[src/rtl/ce_pkg.sv]
package ce_pkg;
  localparam int OPC_W  = 8;
  localparam int LANE_W = 4;
  localparam int CNT_W  = 4;

  localparam logic [OPC_W-1:0] OPC_ERASE_PRI = 8'hC7;
  localparam logic [OPC_W-1:0] OPC_ERASE_SEC = 8'h60;
  localparam logic [OPC_W-1:0] OPC_WR_EN     = 8'h06;
  localparam logic [OPC_W-1:0] OPC_RD_STAT   = 8'h05;

  localparam logic [CNT_W-1:0] CNT_FULL = CNT_W'(OPC_W);
  localparam logic [CNT_W-1:0] CNT_OVER = '1;

  typedef struct packed {
    logic wel;
    logic busy;
  } stat_t;

  function automatic logic [OPC_W-1:0] stat_byte(stat_t s);
    return {{(OPC_W-2){1'b0}}, s.wel, s.busy};
  endfunction

  function automatic logic region_locked(logic cmp, logic [2:0] bp, logic lock);
    return lock | (cmp ? (bp != 3'b111) : (bp != 3'b000));
  endfunction
endpackage

[src/rtl/ce_sync.sv]
module ce_sync #(
  parameter int              W       = 1,
  parameter int              STAGES  = 2,
  parameter logic [W-1:0]    RST_VAL = '0
) (
  input  logic         clk,
  input  logic         rst_n,
  input  logic [W-1:0] d,
  output logic [W-1:0] q
);
  logic [STAGES-1:0][W-1:0] stg_q;

  always_ff @(posedge clk or negedge rst_n) begin
    if (!rst_n) begin
      for (int i = 0; i < STAGES; i++) stg_q[i] <= RST_VAL;
    end else begin
      stg_q[0] <= d;
      for (int i = 1; i < STAGES; i++) stg_q[i] <= stg_q[i-1];
    end
  end

  assign q = stg_q[STAGES-1];
endmodule

[src/rtl/ce_framer.sv]
module ce_framer
  import ce_pkg::*;
(
  input  logic              clk,
  input  logic              rst_n,
  input  logic              csn_s,
  input  logic              sck_s,
  input  logic [LANE_W-1:0] io_s,
  input  logic              quad,
  input  logic [OPC_W-1:0]  stat_in,
  output logic              cs_act,
  output logic              cs_rise,
  output logic              frame_exact,
  output logic              instr_phase,
  output logic [OPC_W-1:0]  opcode,
  output logic [LANE_W-1:0] io_out,
  output logic [LANE_W-1:0] io_oe
);
  logic              csn_q, sck_q;
  logic              cs_fall, sck_rise, sck_fall;
  logic [CNT_W-1:0]  cnt_q, cnt_n, step;
  logic [OPC_W-1:0]  op_q, op_n, sh_q, sh_n;
  logic [CNT_W-1:0]  left_q, left_n;
  logic              rd_q, rd_n, oe_q, oe_n;

  assign cs_act   = ~csn_s;
  assign cs_fall  = csn_q & ~csn_s;
  assign cs_rise  = ~csn_q & csn_s;
  assign sck_rise = cs_act & ~sck_q & sck_s;
  assign sck_fall = cs_act & sck_q & ~sck_s;
  assign step     = quad ? CNT_W'(LANE_W) : CNT_W'(1);

  always_comb begin
    cnt_n  = cnt_q;
    op_n   = op_q;
    rd_n   = rd_q;
    left_n = left_q;
    sh_n   = sh_q;
    oe_n   = oe_q;
    if (cs_fall) begin
      cnt_n  = '0;
      op_n   = '0;
      rd_n   = 1'b0;
      oe_n   = 1'b0;
      left_n = '0;
    end else if (cs_rise) begin
      rd_n   = 1'b0;
      oe_n   = 1'b0;
      left_n = '0;
    end else if (sck_rise) begin
      if (cnt_q < CNT_FULL) begin
        op_n  = quad ? {op_q[OPC_W-LANE_W-1:0], io_s} : {op_q[OPC_W-2:0], io_s[0]};
        cnt_n = cnt_q + step;
        if (cnt_n == CNT_FULL && op_n == OPC_RD_STAT) rd_n = 1'b1;
      end else begin
        cnt_n = CNT_OVER;
      end
    end else if (sck_fall && rd_q) begin
      oe_n = 1'b1;
      if (left_q <= step) begin
        sh_n   = stat_in;
        left_n = CNT_FULL;
      end else begin
        sh_n   = quad ? (sh_q << LANE_W) : (sh_q << 1);
        left_n = left_q - step;
      end
    end
  end

  always_ff @(posedge clk or negedge rst_n) begin
    if (!rst_n) begin
      csn_q  <= 1'b1;
      sck_q  <= 1'b0;
      cnt_q  <= '0;
      op_q   <= '0;
      rd_q   <= 1'b0;
      left_q <= '0;
      sh_q   <= '0;
      oe_q   <= 1'b0;
    end else begin
      csn_q  <= csn_s;
      sck_q  <= sck_s;
      cnt_q  <= cnt_n;
      op_q   <= op_n;
      rd_q   <= rd_n;
      left_q <= left_n;
      sh_q   <= sh_n;
      oe_q   <= oe_n;
    end
  end

  assign frame_exact = (cnt_q == CNT_FULL);
  assign instr_phase = cs_act & (cnt_q < CNT_FULL);
  assign opcode      = op_q;

  // Lane mapping: quad uses all lanes from the top nibble, single uses lane 1
  for (genvar l = 0; l < LANE_W; l++) begin : g_lane
    if (l == 1) begin : g_serial
      assign io_out[l] = quad ? sh_q[OPC_W-LANE_W+l] : sh_q[OPC_W-1];
      assign io_oe[l]  = oe_q;
    end else begin : g_quad_only
      assign io_out[l] = quad ? sh_q[OPC_W-LANE_W+l] : 1'b0;
      assign io_oe[l]  = oe_q & quad;
    end
  end
endmodule

[src/rtl/ce_erase_timer.sv]
module ce_erase_timer #(
  parameter int unsigned CYCLES = 1000
) (
  input  logic clk,
  input  logic rst_n,
  input  logic start,
  output logic done
);
  localparam int unsigned CW = (CYCLES < 2) ? 1 : $clog2(CYCLES);

  logic          run_q, run_n, done_q, done_n;
  logic [CW-1:0] cnt_q, cnt_n;

  always_comb begin
    run_n  = run_q;
    cnt_n  = cnt_q;
    done_n = 1'b0;
    if (start) begin
      run_n = 1'b1;
      cnt_n = CW'(CYCLES - 1);
    end else if (run_q) begin
      if (cnt_q == '0) begin
        run_n  = 1'b0;
        done_n = 1'b1;
      end else begin
        cnt_n = cnt_q - 1'b1;
      end
    end
  end

  always_ff @(posedge clk or negedge rst_n) begin
    if (!rst_n) begin
      run_q  <= 1'b0;
      cnt_q  <= '0;
      done_q <= 1'b0;
    end else begin
      run_q  <= run_n;
      cnt_q  <= cnt_n;
      done_q <= done_n;
    end
  end

  assign done = done_q;
endmodule

[src/rtl/chip_erase_ctrl.sv]
module chip_erase_ctrl
  import ce_pkg::*;
#(
  parameter int unsigned ERASE_CYCLES = 1_000_000,
  parameter int          SYNC_STAGES  = 2
) (
  input  logic              clk,
  input  logic              rst_n,
  input  logic              spi_csn,
  input  logic              spi_sck,
  input  logic [LANE_W-1:0] spi_io_in,
  output logic [LANE_W-1:0] spi_io_out,
  output logic [LANE_W-1:0] spi_io_oe,
  input  logic              qpi_en,
  input  logic              prot_cmp,
  input  logic [2:0]        prot_bp,
  input  logic              lock_any,
  output logic              array_clear
);
  logic              csn_s, sck_s;
  logic [LANE_W-1:0] io_s;
  logic              cs_act, cs_rise, frame_exact, instr_phase;
  logic [OPC_W-1:0]  opcode;
  logic              busy_q, busy_n, wel_q, wel_n, start, tmr_done;
  stat_t             stat;

  ce_sync #(.W(1), .STAGES(SYNC_STAGES), .RST_VAL(1'b1)) i_sync_cs (
    .clk(clk), .rst_n(rst_n), .d(spi_csn), .q(csn_s));
  ce_sync #(.W(1), .STAGES(SYNC_STAGES), .RST_VAL(1'b0)) i_sync_sck (
    .clk(clk), .rst_n(rst_n), .d(spi_sck), .q(sck_s));
  ce_sync #(.W(LANE_W), .STAGES(SYNC_STAGES), .RST_VAL('0)) i_sync_io (
    .clk(clk), .rst_n(rst_n), .d(spi_io_in), .q(io_s));

  assign stat.busy = busy_q;
  assign stat.wel  = wel_q;

  ce_framer i_framer (
    .clk(clk), .rst_n(rst_n), .csn_s(csn_s), .sck_s(sck_s), .io_s(io_s),
    .quad(qpi_en), .stat_in(stat_byte(stat)), .cs_act(cs_act),
    .cs_rise(cs_rise), .frame_exact(frame_exact), .instr_phase(instr_phase),
    .opcode(opcode), .io_out(spi_io_out), .io_oe(spi_io_oe));

  ce_erase_timer #(.CYCLES(ERASE_CYCLES)) i_timer (
    .clk(clk), .rst_n(rst_n), .start(start), .done(tmr_done));

  always_comb begin
    busy_n = busy_q;
    wel_n  = wel_q;
    start  = 1'b0;
    if (tmr_done) begin
      busy_n = 1'b0;
      wel_n  = 1'b0;
    end else if (cs_rise && frame_exact && !busy_q) begin
      unique case (opcode)
        OPC_ERASE_PRI, OPC_ERASE_SEC: begin
          if (wel_q && !region_locked(prot_cmp, prot_bp, lock_any)) begin
            start  = 1'b1;
            busy_n = 1'b1;
          end
        end
        OPC_WR_EN: wel_n = 1'b1;
        default: ;
      endcase
    end
  end

  always_ff @(posedge clk or negedge rst_n) begin
    if (!rst_n) begin
      busy_q <= 1'b0;
      wel_q  <= 1'b0;
    end else begin
      busy_q <= busy_n;
      wel_q  <= wel_n;
    end
  end

  assign array_clear = tmr_done;
endmodule

[config.mk]
export PLATFORM = sky130hd
export DESIGN_NAME = chip_erase_ctrl
export DESIGN_NICKNAME = d
export VERILOG_FILES = /design/src/rtl/ce_pkg.sv /design/src/rtl/ce_sync.sv /design/src/rtl/ce_framer.sv /design/src/rtl/ce_erase_timer.sv /design/src/rtl/chip_erase_ctrl.sv
export SDC_FILE = /design/constraint.sdc
export NUM_CORES = 1
export LEC_CHECK = 0
export BUFFER_PORTS_ARGS = -buffer_cell sky130_fd_sc_hd__buf_2
export CAP_MARGIN = 20
export CELL_PAD_IN_SITES_DETAIL_PLACEMENT = 0
export CELL_PAD_IN_SITES_GLOBAL_PLACEMENT = 1
export CORE_UTILIZATION = 45
export DETAILED_ROUTE_END_ITERATION = 10
export GPL_ROUTABILITY_DRIVEN = 0
export GPL_TIMING_DRIVEN = 0
export HOLD_SLACK_MARGIN = 0.03
export PLACE_DENSITY = 0.82
export SKIP_LAST_GASP = 1
export SLEW_MARGIN = 0
export SYNTH_ARGS = -nofsm -noshare
export SYNTH_HDL_FRONTEND = slang
export SYNTH_SLANG_ARGS = --single-unit
[constraint.sdc]
create_clock -name clk -period 2.9 [get_ports clk]
set_input_delay 0.145 -clock clk [delete_from_list [all_inputs] [get_ports clk]]
set_output_delay 0.145 -clock clk [all_outputs]
set_load 0.01 [all_outputs]
* After elaboration in Yosys (flattened, before gate mapping) *
Index checks and enable logic that the tools add are counted.

word-level totals
  output and inout bits = 9
  word-level logic and storage cells = 129
  flip-flop bits (word level) = 64

cells by class
  equal/unequal tests = 10
  add/subtract/negate cells = 3
  $lt $le $gt $ge = 2
  bitwise logic cells = 15
  reductions and logical operators = 29
  mux-type cells = 51

operator list
  operator                 number
  $mux W20                 3
  $mux W8                  7
  $mux W4                  9
  $mux W1                  31
  $logic_not A20 Y1        1
  $sub A20 B1 Y20 const B  1
  $eq A8 B3 Y1 const B     2
  $reduce_bool A3 Y1       5
  $reduce_bool A2 Y1       7
  $reduce_and A3 Y1        3
  $eq A4 B4 Y1 const B     2
  $eq A8 B7 Y1 const B     1
  $eq A8 B8 Y1 const B     1
  $reduce_and A2 Y1        4
  $and A1 B1 Y1            7
  $not A1 Y1               7
  $logic_and A1 B1 Y1      5
  $add A4 B4 Y4            1
  $le A4 B4 Y1             1
  $lt A4 B4 Y1 const B     1
  $ne A2 B1 Y1 const B     2
  $reduce_and A4 Y1        1
  $sub A4 B4 Y4            1
  $mux W3                  1
  other kinds (5)          6

* Longest topological paths before layout *
Gate-level depths: netlist of the first run.

  word-level depth = 11
  gate-level depth with buffers = 9

* Modules after synthesis *
Synthesis of the first run repeated with hierarchy kept, for this count alone.

second synthesis, totals
  cells, all modules = 350
  area, all modules = 3,589.7 µm²

modules (own cells, without submodules)
  module                 area each (µm²)  cells an instance  instances
  ce_framer              1,681.6          172                1
  ce_erase_timer         1,390.1          141                1
  ce_sync at i_sync_io   230.2            12                 1
  chip_erase_ctrl        185.2            21                 1
  ce_sync at i_sync_cs   52.6             2                  1
  ce_sync at i_sync_sck  50.0             2                  1

* Worst setup path after synthesis of the first run *
OpenSTA, ideal clock, no wires.

  path type = reg2reg
  start = reg i_framer.cnt_q[2]
  end = reg i_framer.rd_q
  path slack = 0.999 ns
  path buffers = 0
  required time = 2.775 ns
  stages on the path, launching flop included = 8
  data arrival time = 1.776 ns
  path through = dfrtp_1 ha_1 a31oi_1 ha_1 nor4bb_1 nand4_1 o21ai_0 mux2_2

between the ends
  cells in the longest elaborated chain, start to end = 5

RTL lines
  element                               RTL line         source
  start, declared                       ce_framer.sv:21  logic [CNT_W-1:0] cnt_q, cnt_n, step;
  start signal, assigned                ce_framer.sv:83  cnt_q <= cnt_n;
  $add A4 B4 Y4                         ce_framer.sv:53  cnt_n = cnt_q + step;
  $eq A4 B4 Y1                          ce_framer.sv:54  if (cnt_n == CNT_FULL && op_n == OPC_RD_STAT) rd_n = 1'b1;
  $logic_and A1 B1 Y1                   ce_framer.sv:54
  $reduce_bool A3 Y1 (no source line)   n/a
  $reduce_and A3 Y1 (no source line) *  n/a
  end signal, assigned                  ce_framer.sv:85  rd_q <= rd_n;
  end, declared                         ce_framer.sv:24  logic rd_q, rd_n, oe_q, oe_n;

Every way passes the cells marked *; elsewhere a longest branch is shown, timed or not.
A chain may end at the register's enable or synchronous reset.

* Worst setup path in the final report of the first run *
  start = reg i_sync_cs.stg_q (netlist bit i_sync_cs.q)
  end = reg i_framer.op_q[3] (netlist: i_framer.opcode[3])

between the ends
  cells in the longest elaborated chain, start to end = 5

RTL lines
  element                              RTL line                          source
  start, declared                      ce_sync.sv:11                     logic [STAGES-1:0][W-1:0] stg_q;
  $not A1 Y1                           ce_framer.sv:26, ce_framer.sv:27
  $and A1 B1 Y1 (2 in series)          ce_framer.sv:29                   assign sck_rise = cs_act & ~sck_q & sck_s;
  $reduce_bool A2 Y1 (no source line)  n/a
  $reduce_and A3 Y1 (no source line)   n/a
  end signal, assigned                 ce_framer.sv:84                   op_q <= op_n;
  end, declared                        ce_framer.sv:22                   logic [OPC_W-1:0] op_q, op_n, sh_q, sh_n;

Parallel ways exist; a longest one is shown, timed or not.

==> flow_metrics.py, run 1 <==
metrics = {
    "critical_path": {
        "r2r_slack_ns": 0.65,
        "crit_type": "register to register",
        "critPathArrivalTime_ns": 2.49,
        "reg2reg_to": "i_framer.opcode[3]",
        "worstPathRequired_ns": 3.13,
        "end_kind": "register",
        "reg2reg_depth": 7,
        "startpoint_type": "register",
        "crit_fanout": 10,
        "timing.rr.start": "i_sync_cs.q",
        "critPathCapture": "i_framer.opcode[3]",
        "setup.worst_path.start": "i_sync_cs.q",
    },
    "clocking": {
        "cts.path.max_buffers": 2,
        "clk_latency_ns": 0.34,
        "cts_htree_levels": 3,
        "cts_inserted_buffers": 9,
        "ctsResizeCount": 0,
        "clk_pin_slew_ns": 0.07,
        "cts_tree": "built",
        "cts_hold_repair.buffers": 7,
        "root_buffer": "clkbuf_8",
        "cts_sinks": 64,
        "post-cts-setup-buffers": 0,
    },
    "cells_and_area": {
        "synthToLayoutAreaGrowth_pct": 14.7,
        "finalInstanceArea_um2": 3730,
        "layout.nets": 379,
        "layout.cells.non_filler": 454,
        "postLayoutCoreUtil_pct": 54.3,
        "multiInputGateArea_um2": 1540,
        "drive_gt1_share_pct": 17.0,
        "seq_area_um2": 1610,
        "fill_cells": 648,
        "n_antenna_cell": 0,
    },
    "die": {
        "die_area_um2": 7570,
        "fp-row-count": 30,
        "core-area_um2": 6870,
        "io_pins": 23,
        "start_util_pct": 47.3,
        "fp.dieH_um": 87.0,
        "die_w_um": 87.0,
    },
    "sta": {
        "post-route-period-util_pct": 77.6,
        "setup-violations-final": 0,
        "timing.fmax_ghz": 0.444,
        "worstMarginPinSlew_ns": 0.807,
        "tns_ns": 0,
        "timing.final.ws_setup_ns": 0.649,
        "period_minus_slack_ns": 2.25,
        "finClkSkew_ns": 0.00816,
        "finalMaxSlewViolations": 0,
        "relSlewSlack_pct": 46.2,
        "grt_setup_unrepaired": "false",
        "finalHoldViolCount": 0,
    },
    "place": {
        "place_area_um2": 3480,
        "place_ws_ns": 0.664,
        "dp_cells": 431,
        "hpwl_um": 4500,
        "port_buffers": 22,
    },
    "logic_synthesis": {
        "synth_cells": 313,
        "yosysTopAreaCell": "dfrtp_1",
        "synth_nets": 339,
        "synth_warnings": 0,
        "synth_edf_count": 0,
        "synth_area_leaders": "dfrtp_1, nand2_1, ha_1, mux2i_1, o31ai_1",
        "synth_cell_types": 53,
        "synth_seq_area_share_pct": 49.4,
        "synth.cell_area_um2": 3250,
        "synth_ff_type": "dfrtp_1",
        "yosys_register_bits": 64,
        "yosysTopAreaCellShare_pct": 47.0,
        "avgSynthCellArea_um2": 10.4,
        "synthArstFlopShare_pct": 100,
    },
    "power": {
        "netSwitchingFraction_pct": 30.3,
        "vdd_drop_max_v": 0.000324,
        "internal_power_mw": 1.54,
        "p_clk_share_pct": 30.4,
        "power_density_nw_per_um2": 594,
        "p_seq_share_pct": 51.7,
        "power_frac_comb_pct": 17.9,
        "p_sw_mw": 0.671,
        "power.leakage_nw": 1.60,
    },
    "routing": {
        "wl_um": 6480,
        "first_pass_iters": 4,
        "routed_wire_length_per_instance_um": 14.3,
        "drt_iter0_drc": 94,
        "via_per_inst": 5.38,
        "drc": 0,
        "dr_total_vias": 2442,
        "postRouteAntennaNets": 0,
    },
    "grt": {
        "antenna_found_initial": 0,
        "grt_pass1_vias": 2281,
        "grt_overflow_total": 0,
        "track_usage_pct": 18.8,
        "grt_pass1_wl_um": 10900,
        "grt_max_degree": 65,
    },
    "hold_path": {
        "min_path_type": "primary input to register",
    },
    "status": {
        "status": "finished clean",
    },
    "run": {
        "max_cap_viol_count": 0,
    },
}
## registers in the layout, indices dropped and copies added, names as in the netlist, 4 cells and up
signal,cells
i_framer.cnt_q,4
i_framer.opcode,8
i_framer.sh_q,8
i_sync_io.stg_q,4
i_timer.cnt_q,20
i_sync_io.q,4
i_framer.left_q,4
## final cells by class
| cell class | count | area share [%] |
|---|---|---|
| plain buffers | 11 | 1.68 |
| clock buffers | 11 | 3.79 |
| clock inverters | 5 | 0.873 |
| inverters | 11 | 1.11 |
| multi-input cells | 227 | 41.4 |
| flip-flops and latches | 64 | 43.1 |
| well taps | 96 | 3.22 |
| repair buffers | 29 | 4.90 |
## Yosys cell counts, types with 5 or more instances
cell / number
nand4_1: 8
mux2_2: 5
xor2_1: 9
a21oi_1: 11
mux2i_1: 13
dfrtp_1: 61
nor3_1: 10
ha_1: 12
inv_1: 10
nor2_1: 18
clkbuf_1: 5
nand2_1: 46
nor4_1: 5
o21ai_0: 11
o31ai_1: 15
or3_1: 6
## layer usage
| metal | up-vias | global-route usage (%) | part of all wire (%) |
|---|---|---|---|
| li1 | 1217 | - | - |
| met1 | 1182 | 25.7 | 51 |
| met2 | 35 | 29.1 | 46 |
| met3 | 8 | 3.41 | 2.2 |
| met4 | 0 | 8.64 | 1.3 |
| met5 | - | 0 | 0 |
## worst max-delay path, cell delays in order, from the launching register on
cell	delay [ns]
dfstp_2	0.58
inv_1	0.06
ha_1	0.28
o21bai_1	0.56
a21o_1	0.28
buf_2	0.25
nand2_1	0.07
o31ai_1	0.07
## power groups by stage
stage                     registers, mW  logic (mW)  clock network, mW
after global placement             1.16       0.378                  0
final                              1.14       0.396              0.673
after CTS                          1.14       0.400              0.696
after detailed placement           1.16       0.393                  0
after global routing               1.17       0.451              0.729
after floorplan                    1.12       0.294                  0
## layout by cell type, fill, tap and decap left out, types with 4 or more instances in the layout
cell / synthesis / layout
mux2i_1: 13 / 13
buf_4: 3 / 4
nor3_1: 10 / 10
or3_1: 6 / 6
ha_1: 12 / 12
dfrtp_1: 61 / 61
nand2_1: 46 / 46
buf_2: 1 / 22
and2_1: 4 / 4
a21oi_1: 11 / 11
nor2_1: 18 / 18
mux2_2: 5 / 5
or4_1: 4 / 4
o31ai_1: 15 / 15
xor2_1: 9 / 9
nor4_1: 5 / 5
clkbuf_1: 5 / 6
nand4_1: 8 / 8
clkbuf_8: 0 / 10
o21ai_0: 11 / 11
inv_1: 10 / 10
dlygate4sd3_1: 0 / 7
## logic make-up after synthesis
logic type / share of synthesized area, %
buffers and inverters: 3.19
AND/OR/NAND/NOR: 23.6
flip-flops: 49.4
adder cells (fa/ha/maj): 4.62
AO/OA/AOI/OAI: 10.3
multiplexers: 5.73
XOR/XNOR: 3.23
## through the flow
stage	total power [mW]	hold slack, ns
after global routing	2.34	0.344
final	2.21	0.328
after global placement	1.53	0.251
after floorplan	1.41	-0.151
after CTS	2.24	0.321
after detailed placement	1.55	0.251
## worst min path at each step
stage | to | startpoint | cells past startpoint
final | i_framer.sh_q[6] | qpi_en | 4
after global routing | i_framer.opcode[5] | qpi_en | 4
after CTS | i_framer.opcode[5] | qpi_en | 4
after detailed placement | i_sync_cs.stg_q[0] | spi_csn | 1
after global placement | i_sync_cs.stg_q[0] | spi_csn | 1
after floorplan | busy_q | rst_n | 0
No activity file was read; power rests on OpenSTA's default activity.
==> inputs of run 2 (changes only) <==
==> constraint.sdc (replaced) <==
create_clock -name clk -period 2.3 [get_ports clk]
set_input_delay 0.115 -clock clk [delete_from_list [all_inputs] [get_ports clk]]
set_output_delay 0.115 -clock clk [all_outputs]
set_load 0.01 [all_outputs]
==> run 2 against run 1 <==
Effect of this change: sequential cell count stayed put; worst setup slack worse by 0.52 ns; global-route usage stayed put; non-clock buffer count is 1 higher; count of clock-buffer cells in the layout stayed put; die area stayed put; clock power is 26% higher; final area is 0.30% higher; sequential share of layout area is 0.13 points lower; register-to-register slack worse by 0.52 ns; critical path depth stayed put; largest cell class unchanged; highest routed layer unchanged.
==> flow_metrics.py, run 2 (synthesis results as in run 1) <==
metrics = {
    "power": {
        "power_density_nw_per_um2": 746,
        "power.leakage_nw": 1.60,
        "internal_power_mw": 1.94,
        "vdd_drop_max_v": 0.000410,
        "netSwitchingFraction_pct": 30.3,
        "p_seq_share_pct": 51.7,
        "power_frac_comb_pct": 17.9,
        "p_clk_share_pct": 30.4,
        "p_sw_mw": 0.845,
    },
    "run": {
        "max_cap_viol_count": 0,
    },
    "sta": {
        "period_minus_slack_ns": 2.17,
        "setup-violations-final": 0,
        "post-route-period-util_pct": 94.3,
        "grt_setup_unrepaired": "false",
        "relSlewSlack_pct": 45.6,
        "timing.fmax_ghz": 0.461,
        "finalHoldViolCount": 0,
        "finalMaxSlewViolations": 0,
        "worstMarginPinSlew_ns": 0.816,
        "finClkSkew_ns": 0.00860,
        "tns_ns": 0,
    },
    "critical_path": {
        "worstPathRequired_ns": 2.52,
        "critPathBufInv": 0,
        "critPathTopFamily": "adder cells",
        "crit_type": "register to register",
        "crit_top_cell": "ha_1",
        "startpoint_type": "register",
        "worstPathCellList": "ha_1 -> a31oi_1 -> ha_1 -> nor4bb_1 -> nand4_1 -> o21ai_0 -> mux2_2",
        "slowest_stage": "dfrtp_1",
        "end_kind": "register",
        "crit_fanout": 3,
        "cp_slowest_stage_delay_ns": 0.41,
        "critPathArrivalTime_ns": 2.39,
    },
    "cells_and_area": {
        "synthToLayoutAreaGrowth_pct": 15.0,
        "final_cell_mix": "dfrtp_1, nand2_1, buf_2, nor2_1, o31ai_1",
        "drive_gt1_share_pct": 17.5,
        "layout.nets": 380,
        "final_common_cell": "dfrtp_1",
        "fill_cells": 646,
        "largest_register_ffs": 20,
        "finalInstanceArea_um2": 3740,
        "postLayoutCoreUtil_pct": 54.4,
        "n_antenna_cell": 0,
        "top_register": "i_timer.cnt_q",
    },
    "routing": {
        "dr_total_vias": 2469,
        "routed_wire_length_per_instance_um": 14.3,
        "first_pass_iters": 4,
        "drt_iter0_drc": 110,
        "postRouteAntennaNets": 0,
        "drc": 0,
        "via_per_inst": 5.43,
        "wl_um": 6500,
    },
    "grt": {
        "grt_overflow_total": 0,
        "grt_pass1_vias": 2281,
        "antenna_found_initial": 0,
        "grt_max_degree": 65,
        "track_usage_pct": 18.8,
        "grt_pass1_wl_um": 10900,
    },
    "place": {
        "port_buffers": 22,
        "hpwl_um": 4500,
        "place_area_um2": 3480,
    },
    "die": {
        "die_w_um": 87.0,
        "die_area_um2": 7570,
        "fp-row-count": 30,
        "fp.dieH_um": 87.0,
        "start_util_pct": 47.3,
        "io_pins": 23,
        "core-area_um2": 6870,
    },
    "clocking": {
        "clk_latency_ns": 0.34,
        "cts_sinks": 64,
        "cts_inserted_buffers": 9,
        "clk_pin_slew_ns": 0.07,
        "cts_htree_levels": 3,
        "root_buffer": "clkbuf_8",
        "cts_tree": "built",
        "cts.path.max_buffers": 2,
    },
    "status": {
        "status": "finished clean",
    },
    "hold_path": {
        "min_path_type": "primary input to register",
    },
}
-- run 2: changes by cell type in the layout (fill, tap and decap cells not counted), sizes merged --
| cell | before | now |
|---|---|---|
| buf | 27 | 28 |
-- run 2: metal layers --
layer	share of wire [%]	global-route usage, %
met1	50	25.7
met2	46	29.1
met3	2.9	3.41
met4	1.3	8.64
met5	0	0
-- run 2: final timing paths --
| kind | slack, ns | end | startpoint | cells after the start |
|---|---|---|---|---|
| setup / recovery | 0.13 | i_framer.rd_q | i_framer.cnt_q[2] | 7 |
| hold / removal | 0.30 | i_framer.sh_q[6] | qpi_en | 4 |
| setup reg to reg | 0.13 | i_framer.rd_q | i_framer.cnt_q[2] | 7 |
| hold reg to reg | 0.35 | i_sync_io.q[0] | i_sync_io.stg_q[0] | 0 |
| max in group asynchronous | 1.35 | i_framer.opcode[3] | rst_n | 2 |
| min in group asynchronous | 0.40 | i_sync_sck.q | rst_n | 2 |
-- run 2: repair_timing --
action                                 4_1_cts  5_1_grt
endpoints found under the hold margin       67        0
setup endpoints to repair                    0       10
setup buffers                                0        1
hold buffers                                 7        0
gates resized for setup                      0        1
-- run 2: area by class of cell --
type | instances | area [µm²] | share of cell area, %
inverter | 11 | 41.3 | 1.10
multi-input combinational | 227 | 1550 | 41.3
buffer | 11 | 62.6 | 1.67
clock inverter | 5 | 32.5 | 0.870
clock buffer | 11 | 141 | 3.78
sequential | 64 | 1610 | 42.9
tap | 96 | 120 | 3.21
timing repair buffer | 30 | 190 | 5.09
-- run 2: power by group through the flow --
| stage | registers, mW | logic, mW | clock network, mW |
|---|---|---|---|
| after global routing | 1.47 | 0.569 | 0.919 |
| final | 1.44 | 0.499 | 0.848 |
| after global placement | 1.46 | 0.476 | 0 |
| after CTS | 1.44 | 0.505 | 0.877 |
| after floorplan | 1.41 | 0.371 | 0 |
| after detailed placement | 1.46 | 0.495 | 0 |
-- run 2: metrics by stage --
stage	hold WS (ns)	cells	worst slack, ns	total power [mW]
after CTS	0.291	454	0.0355	2.82
after detailed placement	0.221	431	0.0639	1.96
after global routing	0.314	455	0.0194	2.96
final	0.303	455	0.131	2.79
after global placement	0.221	431	0.0542	1.93
after floorplan	-0.181	313	0.399	1.78
-- run 2: worst reg2reg max path, cell delays in order (launching register included) --
cell	delay, ns
dfrtp_1	0.41
ha_1	0.32
a31oi_1	0.10
ha_1	0.27
nor4bb_1	0.26
nand4_1	0.12
o21ai_0	0.21
mux2_2	0.36
==> inputs of run 3 (changes only) <==
--- a/config.mk
+++ b/config.mk
@@ -14,7 +14,7 @@
 export GPL_ROUTABILITY_DRIVEN = 0
 export GPL_TIMING_DRIVEN = 0
 export HOLD_SLACK_MARGIN = 0.03
-export PLACE_DENSITY = 0.82
+export PLACE_DENSITY_LB_ADDON = 0.25
 export SKIP_LAST_GASP = 1
 export SLEW_MARGIN = 0
 export SYNTH_ARGS = -nofsm -noshare
==> run 3 against run 2 <==
Effect of this change: first-iteration DRC count increased by 14%; total power increased by 7.9%; clock skew about the same; critical path depth decreased by 1; sequential share of layout area decreased by 0.61 points; non-clock buffer count unchanged; combinational power decreased by 1%; die area unchanged; register-to-register slack improved by 0.03 ns; sequential cell count unchanged; worst setup slack improved by 0.034 ns; final cell count unchanged; largest cell class unchanged; largest power group unchanged.
==> flow_metrics.py, run 3 (synthesis results as in run 1) <==
metrics = {
    "grt": {
        "grt.busiest_layer": "met2",
        "grtUsageMet1_pct": 27.0,
        "antenna_found_initial": 0,
        "use_met2_pct": 28.5,
        "track_usage_pct": 19.3,
        "grt_pass1_vias": 2254,
        "grt_max_degree": 65,
        "grt_overflow_total": 0,
        "grt_pass1_wl_um": 11000,
        "use_met3_pct": 3.60,
    },
    "clocking": {
        "cts_htree_levels": 3,
        "cts_inserted_buffers": 9,
        "cts_tree": "built",
        "cts_sinks": 64,
        "root_buffer": "clkbuf_8",
        "clk_latency_ns": 0.35,
        "clk_pin_slew_ns": 0.07,
        "cts.path.max_buffers": 2,
    },
    "cells_and_area": {
        "fill_cells": 625,
        "final_common_cell": "dfrtp_1",
        "layout.cells.non_filler": 455,
        "n_antenna_cell": 0,
        "final_cell_mix": "dfrtp_1, nand2_1, buf_2, nor2_1, o31ai_1",
        "synthToLayoutAreaGrowth_pct": 16.7,
        "top_register": "i_timer.cnt_q",
        "multiInputGateArea_um2": 1550,
        "drive_gt1_share_pct": 18.4,
        "largest_register_ffs": 20,
        "layout.nets": 380,
        "seq_area_um2": 1610,
        "finalInstanceArea_um2": 3790,
    },
    "hold_path": {
        "hold_depth": 4,
        "hp-start": "qpi_en",
        "whs_endpoint": "i_framer.opcode[3]",
        "min_path_type": "primary input to register",
    },
    "die": {
        "die_area_um2": 7570,
        "io_pins": 23,
        "fp-row-count": 30,
        "core-area_um2": 6870,
        "start_util_pct": 47.3,
        "fp.dieH_um": 87.0,
        "die_w_um": 87.0,
    },
    "critical_path": {
        "crit_type": "register to register",
        "startpoint_type": "register",
        "reg2reg_depth": 6,
        "cp_slowest_stage_delay_ns": 0.57,
        "worstPathCellList": "ha_1 -> nor4b_1 -> and4_1 -> nand4_1 -> clkbuf_2 -> nand2_1",
        "end_kind": "register",
        "reg2reg_to": "i_timer.cnt_q[0]",
        "r2r_slack_ns": 0.17,
        "crit_fanout": 10,
        "critPathArrivalTime_ns": 2.42,
        "slowest_stage": "dfstp_2",
        "timing.rr.start": "i_sync_cs.q",
        "worstPathRequired_ns": 2.58,
    },
    "routing": {
        "drt_iter0_drc": 125,
        "postRouteAntennaNets": 0,
        "drc": 0,
        "via_per_inst": 5.38,
        "routed_wire_length_per_instance_um": 14.3,
        "wl_um": 6520,
        "first_pass_iters": 4,
        "dr_total_vias": 2446,
    },
    "sta": {
        "post-route-period-util_pct": 92.8,
        "finalHoldViolCount": 0,
        "finClkSkew_ns": 0.00898,
        "setup-violations-final": 0,
        "grt_setup_unrepaired": "false",
        "relSlewSlack_pct": 45.1,
        "period_minus_slack_ns": 2.13,
        "tns_ns": 0,
        "timing.fmax_ghz": 0.469,
        "finalMaxSlewViolations": 0,
        "worstMarginPinSlew_ns": 0.824,
    },
    "power": {
        "finalPower_mw": 3.01,
        "power.leakage_nw": 1.64,
        "power_density_nw_per_um2": 793,
        "vdd_drop_max_v": 0.000413,
    },
    "place": {
        "hpwl_um": 4510,
        "port_buffers": 22,
        "dp_cells": 431,
        "place_area_um2": 3480,
    },
    "status": {
        "status": "finished clean",
    },
    "run": {
        "max_cap_viol_count": 0,
    },
}
## run 3: worst max-delay path by stage
stage                      startpoint            endpoint  slack (ns)
global route        i_timer.cnt_q[16]    i_timer.cnt_q[3]       0.001
detailed placement   i_timer.cnt_q[0]    i_timer.cnt_q[1]        0.02
floorplan           i_framer.cnt_q[2]       i_framer.rd_q        0.40
CTS                       i_sync_cs.q  i_framer.opcode[0]        0.06
global placement     i_timer.cnt_q[0]    i_timer.cnt_q[1]        0.06
finish                    i_sync_cs.q    i_timer.cnt_q[0]        0.17
## run 3: where the power goes
group	switching (mW)	total [mW]	internal [mW]
clock	0.443	1.08	0.634
sequential	0.159	1.44	1.28
combinational	0.245	0.494	0.249
total	0.847	3.01	2.16
## run 3: per-layer routing
layer | wire (µm) | vias to the layer above | share of wire, %
met2 | 2820 | 34 | 43
li1 | - | 1221 | -
met1 | 3400 | 1182 | 52
met3 | 202 | 9 | 3.1
met4 | 103 | 0 | 1.6
met5 | 0 | - | 0
## run 3: worst max-delay path, delay by kind of cell, from the launching register on
| family | cells | cell delay, ns |
|---|---|---|
| buffers and inverters | 1 | 0.34 |
| DFF | 1 | 0.57 |
| adders and majority gates | 1 | 0.19 |
| and+or+nand+nor | 4 | 0.99 |
## run 3: final cells by class
class | instances | area share (%)
clock inverters | 6 | 2.18
multi-input cells | 227 | 40.9
plain buffers | 11 | 1.68
well taps | 96 | 3.17
inverters | 11 | 1.09
repair buffers | 30 | 5.01
flip-flops and latches | 64 | 42.3
clock buffers | 10 | 3.63
## run 3: what timing repair did
action	4_1_cts	5_1_grt
endpoints found under the setup margin	1	10
resized for setup	0	4
pin swaps	1	0
hold buffers	7	0
endpoints found under the hold margin	67	0
gates cloned	0	0
buffers inserted	1	0
## run 3: stage by stage
stage / util, % / worst slack (ns) / hold WS, ns
floorplan: - / 0.399 / -0.181
global placement: 50.7 / 0.0583 / 0.220
detailed placement: 50.7 / 0.0202 / 0.221
CTS: 55.0 / 0.0582 / 0.281
global route: 55.2 / 0.00137 / 0.292
finish: 55.2 / 0.166 / 0.288
